## src/rtl/mvmc_pkg.sv

```systemverilog
`timescale 1ns/1ps
package mvmc_pkg;
  function automatic int cnt_width(input int n);
    return (n > 1) ? $clog2(n) : 1;
  endfunction
endpackage

```

## src/rtl/mvmc_slice_accum.sv

```systemverilog
`timescale 1ns/1ps
module mvmc_slice_accum #(
  parameter int ADC_W = 6,
  parameter int ACC_W = 10
) (
  input  logic             clk_i,
  input  logic             rst_ni,
  input  logic             clr_i,
  input  logic             en_i,
  input  logic [ADC_W-1:0] code_i,
  output logic [ACC_W-1:0] acc_o
);
  logic [ACC_W-1:0] acc_q;

  // MSB slice first: double, then add
  always_ff @(posedge clk_i or negedge rst_ni) begin
    if (!rst_ni)    acc_q <= '0;
    else if (clr_i) acc_q <= '0;
    else if (en_i)  acc_q <= {acc_q[ACC_W-2:0], 1'b0} + ACC_W'(code_i);
  end

  assign acc_o = acc_q;
endmodule

```

## src/rtl/mvmc_gain_cal.sv

```systemverilog
`timescale 1ns/1ps
module mvmc_gain_cal #(
  parameter int ADC_W   = 6,
  parameter int KFRAC   = 8,
  parameter int REF_NOM = 48,
  parameter int K_W     = 14
) (
  input  logic             clk_i,
  input  logic             rst_ni,
  input  logic             cal_i,
  input  logic             hold_i,
  input  logic [ADC_W-1:0] ref_code_i,
  output logic [K_W-1:0]   k_o
);
  localparam logic [K_W-1:0] K_ONE = K_W'(1 << KFRAC);
  localparam logic [K_W-1:0] K_NUM = K_W'(REF_NOM << KFRAC);
  localparam logic [K_W-1:0] K_MAX = '1;

  logic [K_W-1:0] k_q, k_d, den;

  assign den = K_W'(ref_code_i);

  always_comb begin
    if (ref_code_i == '0) k_d = K_MAX;
    else                  k_d = K_NUM / den;
  end

  always_ff @(posedge clk_i or negedge rst_ni) begin
    if (!rst_ni)                k_q <= K_ONE;
    else if (cal_i && !hold_i)  k_q <= k_d;
  end

  assign k_o = k_q;

  assert_gain_hold_R8: assert property (@(posedge clk_i) disable iff (!rst_ni)
    hold_i |=> $stable(k_o));
endmodule

```

## src/rtl/mvmc_scale_sat.sv

```systemverilog
`timescale 1ns/1ps
module mvmc_scale_sat #(
  parameter int ACC_W = 10,
  parameter int K_W   = 14,
  parameter int KFRAC = 8,
  parameter int OUT_W = 12
) (
  input  logic [ACC_W-1:0]        acc_i,
  input  logic [ACC_W-1:0]        off_i,
  input  logic [K_W-1:0]          k_i,
  output logic signed [OUT_W-1:0] res_o
);
  localparam int DW = ACC_W + 1;
  localparam int PW = DW + K_W + 1;
  localparam logic signed [PW-1:0] MAXV = PW'((1 << (OUT_W-1)) - 1);
  localparam logic signed [PW-1:0] MINV = -MAXV - PW'(1);
  localparam logic [PW-1:0]        HALF = PW'(1 << (KFRAC-1));
  localparam logic [K_W-1:0]       K_ONE = K_W'(1 << KFRAC);

  logic signed [DW-1:0]  diff;
  logic signed [K_W:0]   k_s;
  logic signed [PW-1:0]  prod, rnd, sh;
  logic signed [OUT_W-1:0] res;

  always_comb begin
    diff = $signed({1'b0, acc_i}) - $signed({1'b0, off_i});
    k_s  = $signed({1'b0, k_i});
    prod = diff * k_s;
    rnd  = prod + HALF;
    sh   = rnd >>> KFRAC;
    if (sh > MAXV)      res = MAXV[OUT_W-1:0];
    else if (sh < MINV) res = MINV[OUT_W-1:0];
    else                res = sh[OUT_W-1:0];

    if (k_i == K_ONE && PW'(diff) <= MAXV && PW'(diff) >= MINV)
      assert_unity_pass_R5: assert (PW'(res) == PW'(diff));
    if (diff > 0 && k_i != '0)
      assert_sign_keep_R6: assert (res >= 0);
  end

  assign res_o = res;
endmodule

```

## src/rtl/drift_mvm_combiner.sv

```systemverilog
`timescale 1ns/1ps
module drift_mvm_combiner #(
  parameter int NEURONS = 4,
  parameter int ADC_W   = 6,
  parameter int WBITS   = 4,
  parameter int KFRAC   = 8,
  parameter int OUT_W   = 12,
  parameter int REF_NOM = 48
) (
  input  logic                       clk_i,
  input  logic                       rst_ni,
  input  logic                       cal_i,
  input  logic [ADC_W-1:0]           ref_code_i,
  input  logic                       start_i,
  input  logic                       slice_valid_i,
  input  logic [NEURONS*ADC_W-1:0]   slice_codes_i,
  input  logic [ADC_W-1:0]           off_code_i,
  output logic                       out_valid_o,
  output logic [NEURONS*OUT_W-1:0]   out_data_o
);
  import mvmc_pkg::*;

  localparam int ACC_W = ADC_W + WBITS;
  localparam int K_W   = $clog2((REF_NOM << KFRAC) + 1);
  localparam int CW    = cnt_width(WBITS);
  localparam logic [CW-1:0] LAST = CW'(WBITS - 1);

  logic          busy_q, fin_q, valid_q;
  logic [CW-1:0] cnt_q;
  logic          slice_fire;
  logic [K_W-1:0]   k;
  logic [ACC_W-1:0] off_acc;
  logic [ACC_W-1:0] acc   [NEURONS];
  logic [OUT_W-1:0] res   [NEURONS];
  logic [OUT_W-1:0] out_q [NEURONS];

  assign slice_fire = busy_q && slice_valid_i && !start_i;

  always_ff @(posedge clk_i or negedge rst_ni) begin
    if (!rst_ni) begin
      busy_q <= 1'b0;
      cnt_q  <= '0;
      fin_q  <= 1'b0;
    end else begin
      fin_q <= slice_fire && (cnt_q == LAST);
      if (start_i) begin
        busy_q <= 1'b1;
        cnt_q  <= '0;
      end else if (slice_fire) begin
        if (cnt_q == LAST) begin
          busy_q <= 1'b0;
          cnt_q  <= '0;
        end else begin
          cnt_q <= cnt_q + 1'b1;
        end
      end
    end
  end

  mvmc_gain_cal #(
    .ADC_W(ADC_W), .KFRAC(KFRAC), .REF_NOM(REF_NOM), .K_W(K_W)
  ) u_gain (
    .clk_i(clk_i), .rst_ni(rst_ni), .cal_i(cal_i), .hold_i(busy_q),
    .ref_code_i(ref_code_i), .k_o(k)
  );

  mvmc_slice_accum #(.ADC_W(ADC_W), .ACC_W(ACC_W)) u_off_acc (
    .clk_i(clk_i), .rst_ni(rst_ni), .clr_i(start_i), .en_i(slice_fire),
    .code_i(off_code_i), .acc_o(off_acc)
  );

  for (genvar n = 0; n < NEURONS; n++) begin : g_neuron
    mvmc_slice_accum #(.ADC_W(ADC_W), .ACC_W(ACC_W)) u_acc (
      .clk_i(clk_i), .rst_ni(rst_ni), .clr_i(start_i), .en_i(slice_fire),
      .code_i(slice_codes_i[n*ADC_W +: ADC_W]), .acc_o(acc[n])
    );
    mvmc_scale_sat #(
      .ACC_W(ACC_W), .K_W(K_W), .KFRAC(KFRAC), .OUT_W(OUT_W)
    ) u_scale (
      .acc_i(acc[n]), .off_i(off_acc), .k_i(k), .res_o(res[n])
    );
    assign out_data_o[n*OUT_W +: OUT_W] = out_q[n];
  end

  always_ff @(posedge clk_i or negedge rst_ni) begin
    if (!rst_ni) begin
      valid_q <= 1'b0;
      for (int n = 0; n < NEURONS; n++) out_q[n] <= '0;
    end else begin
      valid_q <= fin_q;
      if (fin_q) for (int n = 0; n < NEURONS; n++) out_q[n] <= res[n];
    end
  end

  assign out_valid_o = valid_q;

  assert_one_pulse_R7: assert property (@(posedge clk_i) disable iff (!rst_ni)
    out_valid_o |=> !out_valid_o);
  assert_valid_after_slice_R7: assert property (@(posedge clk_i) disable iff (!rst_ni)
    out_valid_o |-> $past(slice_fire, 2));
  assert_data_hold_R7: assert property (@(posedge clk_i) disable iff (!rst_ni)
    !out_valid_o |-> $stable(out_data_o));
  assert_cnt_bound_R2: assert property (@(posedge clk_i) disable iff (!rst_ni)
    busy_q |-> (int'(cnt_q) < WBITS));
endmodule

```

## config.mk

```make
export PLATFORM = sky130hd
export DESIGN_NAME = drift_mvm_combiner
export DESIGN_NICKNAME = d
export VERILOG_FILES = /design/src/rtl/mvmc_pkg.sv /design/src/rtl/mvmc_slice_accum.sv /design/src/rtl/mvmc_gain_cal.sv /design/src/rtl/mvmc_scale_sat.sv /design/src/rtl/drift_mvm_combiner.sv
export SDC_FILE = /design/constraint.sdc
export NUM_CORES = 2
export LEC_CHECK = 0
export ABC_AREA = 1
export CORE_UTILIZATION = 45
export CTS_BUF_LIST = sky130_fd_sc_hd__clkbuf_4
export CTS_CLUSTER_DIAMETER = 60
export DETAILED_ROUTE_END_ITERATION = 8
export PLACE_DENSITY = 0.62
export SLEW_MARGIN = 30
export SYNTH_ARGS = -nofsm -noshare
export SYNTH_HDL_FRONTEND = slang
export SYNTH_SLANG_ARGS = --single-unit
```

## constraint.sdc

```tcl
create_clock -name clk_i -period 26.5 [get_ports clk_i]
set_input_delay 5.3 -clock clk_i [delete_from_list [all_inputs] [get_ports clk_i]]
set_output_delay 5.3 -clock clk_i [all_outputs]
set_load 0.005 [all_outputs]
```

==> metrics <==
outcome=finished clean; largest net degree at the start of global routing=66; Fmax=41.1 MHz; number of global-route vias before repair=25,500; CTS root buf=clkbuf_4; register area share after synthesis=9.77%; initial antenna violation count=2; critical path launch point type=input port; DIE WIDTH=260 um; port bufs=89; Hold Buf Count CTS=0; layout cell share with drive strength beyond 1=5.58%; RSZ-0062 raised after global routing=false; Place WS=1.05 ns; synth unique cells=50; GP Congestion=0.869; Hold WC Path Type=register to register; adder-cell share of the synthesized area=46.6%; busiest grt layer=met2; WP data arrival=24.96 ns; Num CTS Buffers=17; maxcap violations=0; Post-route DRC=0; worst reg-to-reg path cell count=46; post-synthesis xor/xnor area fraction=3.74%; Routed Antenna Nets=0; Post-DP HPWL=62,100 um; Syn Std Cell Area=0.0300 mm2; #FFs+latches synth=117; post-route setup slack=2.15 ns; vias=24,700; final core occ=48.9%; Via density=5.16; final setup TNS=0 ns; Core ar.=0.0659 mm2; worst-skew pair later-pin latency=0.75 ns; total gr overflow=0; htree depth=4; I/O Pins=90; WP data required=27.11 ns; final hold slack=0.494 ns; routed len/inst=16.9 um; routing usage on met3=3.91%; Tot GR Track Use=25.3%; Largest stage delay, worst path=0.49 ns; Syn Nets=4,782; Simple-Gate Fraction of Synth Area=21.0%; Final min period=24.35 ns; Post-Route WL=81,100 um; HP Start=out_data_o[0]$_DFFE_PN0P_; Crit Path Max Fanout=13; Layout Skew=0.0416 ns; clk slew on worst S/H paths=0.14 ns; largest family of logic cells by synthesized area=adder cells; drt pass-1 iters=5; Final Max Tran Viols=0; Gate Count Post-Synth=3,887; Worst-Margin Slew=0.851 ns; Slew HR=43.2%; met1 Use GR=32.2%; Final #Nets=4,808; worst-case clock buffer depth=2; Reg-to-Reg Start=u_off_acc.acc_o[1]$_DFFE_PN0P_; most frequent cells in the layout=nand2_1, inv_1, fa_1; Die Height=260 um; multiplexer share of the synthesized area=0%; fin crit share=91.9%; kind of critical path=input port to register; Worst Setup End Kind=register; hold path endpoint=out_data_o[0]$_DFFE_PN0P_; hold path depth=2; Compound-Gate Fraction of Synth Area=7.18%; met2 Usage GRT=44.2%; Final Hold Fails=0; first-pass GRT wire length=133,000 um; Initial DRC Count=1,422; most common cell after layout, fill and taps aside=nand2_1; CTS tree=done; most used cell, CP=nand2_1; worst r2r dst=out_data_o[29]$_DFFE_PN0P_; initial core utilization=45.5%; Clock Sinks=117; slowest cell on the critical path=clkdlybuf4s50_1; Syn-to-layout area delta=7.28%; row cnt=94; syn_area_per_cell=7.72 um2; Yosys warning count=0; Worst R2R Setup Slack=16.57 ns; Final Setup Violations=0; Total Die Area=0.0677 mm2
final cells by class:
| cell class | count | area [um2] |
|---|---|---|
| Multi-Input combinational cell | 2838 | 23600 |
| Timing Repair Buffer | 149 | 1350 |
| Tap cell | 864 | 1080 |
| Fill cell | 6540 | 33700 |
| Clock buffer | 18 | 135 |
| Antenna cell | 3 | 7.51 |
| Clock inverter | 14 | 126 |
| Inverter | 790 | 2970 |
| Sequential cell | 117 | 2930 |
worst max path at each step:
stage / start / end / cells after the start
global route: ref_code_i[5] / u_gain.k_o[0]$_DFFE_PN0P_ / 140
floorplan: ref_code_i[0] / u_gain.k_o[0]$_DFFE_PN0P_ / 139
CTS: ref_code_i[5] / u_gain.k_o[0]$_DFFE_PN0P_ / 137
detailed placement: ref_code_i[5] / u_gain.k_o[0]$_DFFE_PN0P_ / 137
global placement: ref_code_i[1] / u_gain.k_o[0]$_DFFE_PN0P_ / 134
finish: ref_code_i[5] / u_gain.k_o[0]$_DFFE_PN0P_ / 138
worst max-delay path, delay by kind of cell:
family                     cells  cell delay, ns
and+or+nand+nor               75            8.55
adders and majority gates     13            4.07
buffers and inverters         16            1.95
AOI/OAI and AO/OA             34            5.03
layer usage:
layer | part of all wire [%] | vias to the layer above | wire length (um)
met1 | 43 | 12000 | 35200
li1 | - | 12000 | -
met4 | 2.5 | 0 | 2050
met3 | 5.3 | 132 | 4320
met5 | 0 | - | 0
met2 | 49 | 601 | 39500
state kept, by name, indices dropped and copies added (netlist names):
signal / cells
fin_q: 1
u_off_acc.acc_o: 10
cnt_q: 2
out_data_o: 48
u_gain.k_o: 14
g_neuron.u_acc.acc_o: 40
busy_q: 1
out_valid_o: 1
cells by family (layout without fill, tap and decap cells):
family	Yosys count	after routing
AOI/OAI and AO/OA	375	375
other	0	3
xor gates and xnor gates	128	128
buffers and inverters	932	971
and+or+nand+nor	1481	1481
DFF	117	117
adders and majority gates	854	854
repair_timing:
item	4_1_cts	5_1_grt
resized for setup	0	10
buffers inserted	0	11
endpoints found under the setup margin	0	1
per-stage QoR:
step                      area, um2  cells
after floorplan               30000   3887
after global placement        31800   4747
after detailed placement      31800   4747
after CTS                     32000   4779
after global routing          32200   4793
final                         32200   4793
synthesized netlist by cell type (all sizes together):
cell type	n	area, um2
a211oi	3	22.5
a21o	12	90.1
a21oi	170	855
a22oi	6	45.0
a31oi	15	93.8
a32o	3	30.0
a41o	1	10.0
and2	5	31.3
buf	15	92.6
clkbuf	127	477
clkinv	8	30.0
dfrtp	116	2900
dfstp	1	26.3
fa	437	8750
ha	417	5220
inv	782	2940
nand2	827	3210
nand3	135	761
nand3b	5	37.5
nand4	18	113
nor2	424	1740
nor3	19	95.1
nor4	9	56.3
o211ai	2	15.0
o21a	4	30.0
o21ai	96	488
o21bai	25	188
o22ai	10	62.6
o31ai	16	120
o32ai	12	105
or2	37	231
or3	2	12.5
xnor2	36	315
xor2	92	806
Power is left out: the tool's default activity adds up to more than one toggle a clock period on the data nets, which glitch-free logic cannot reach.
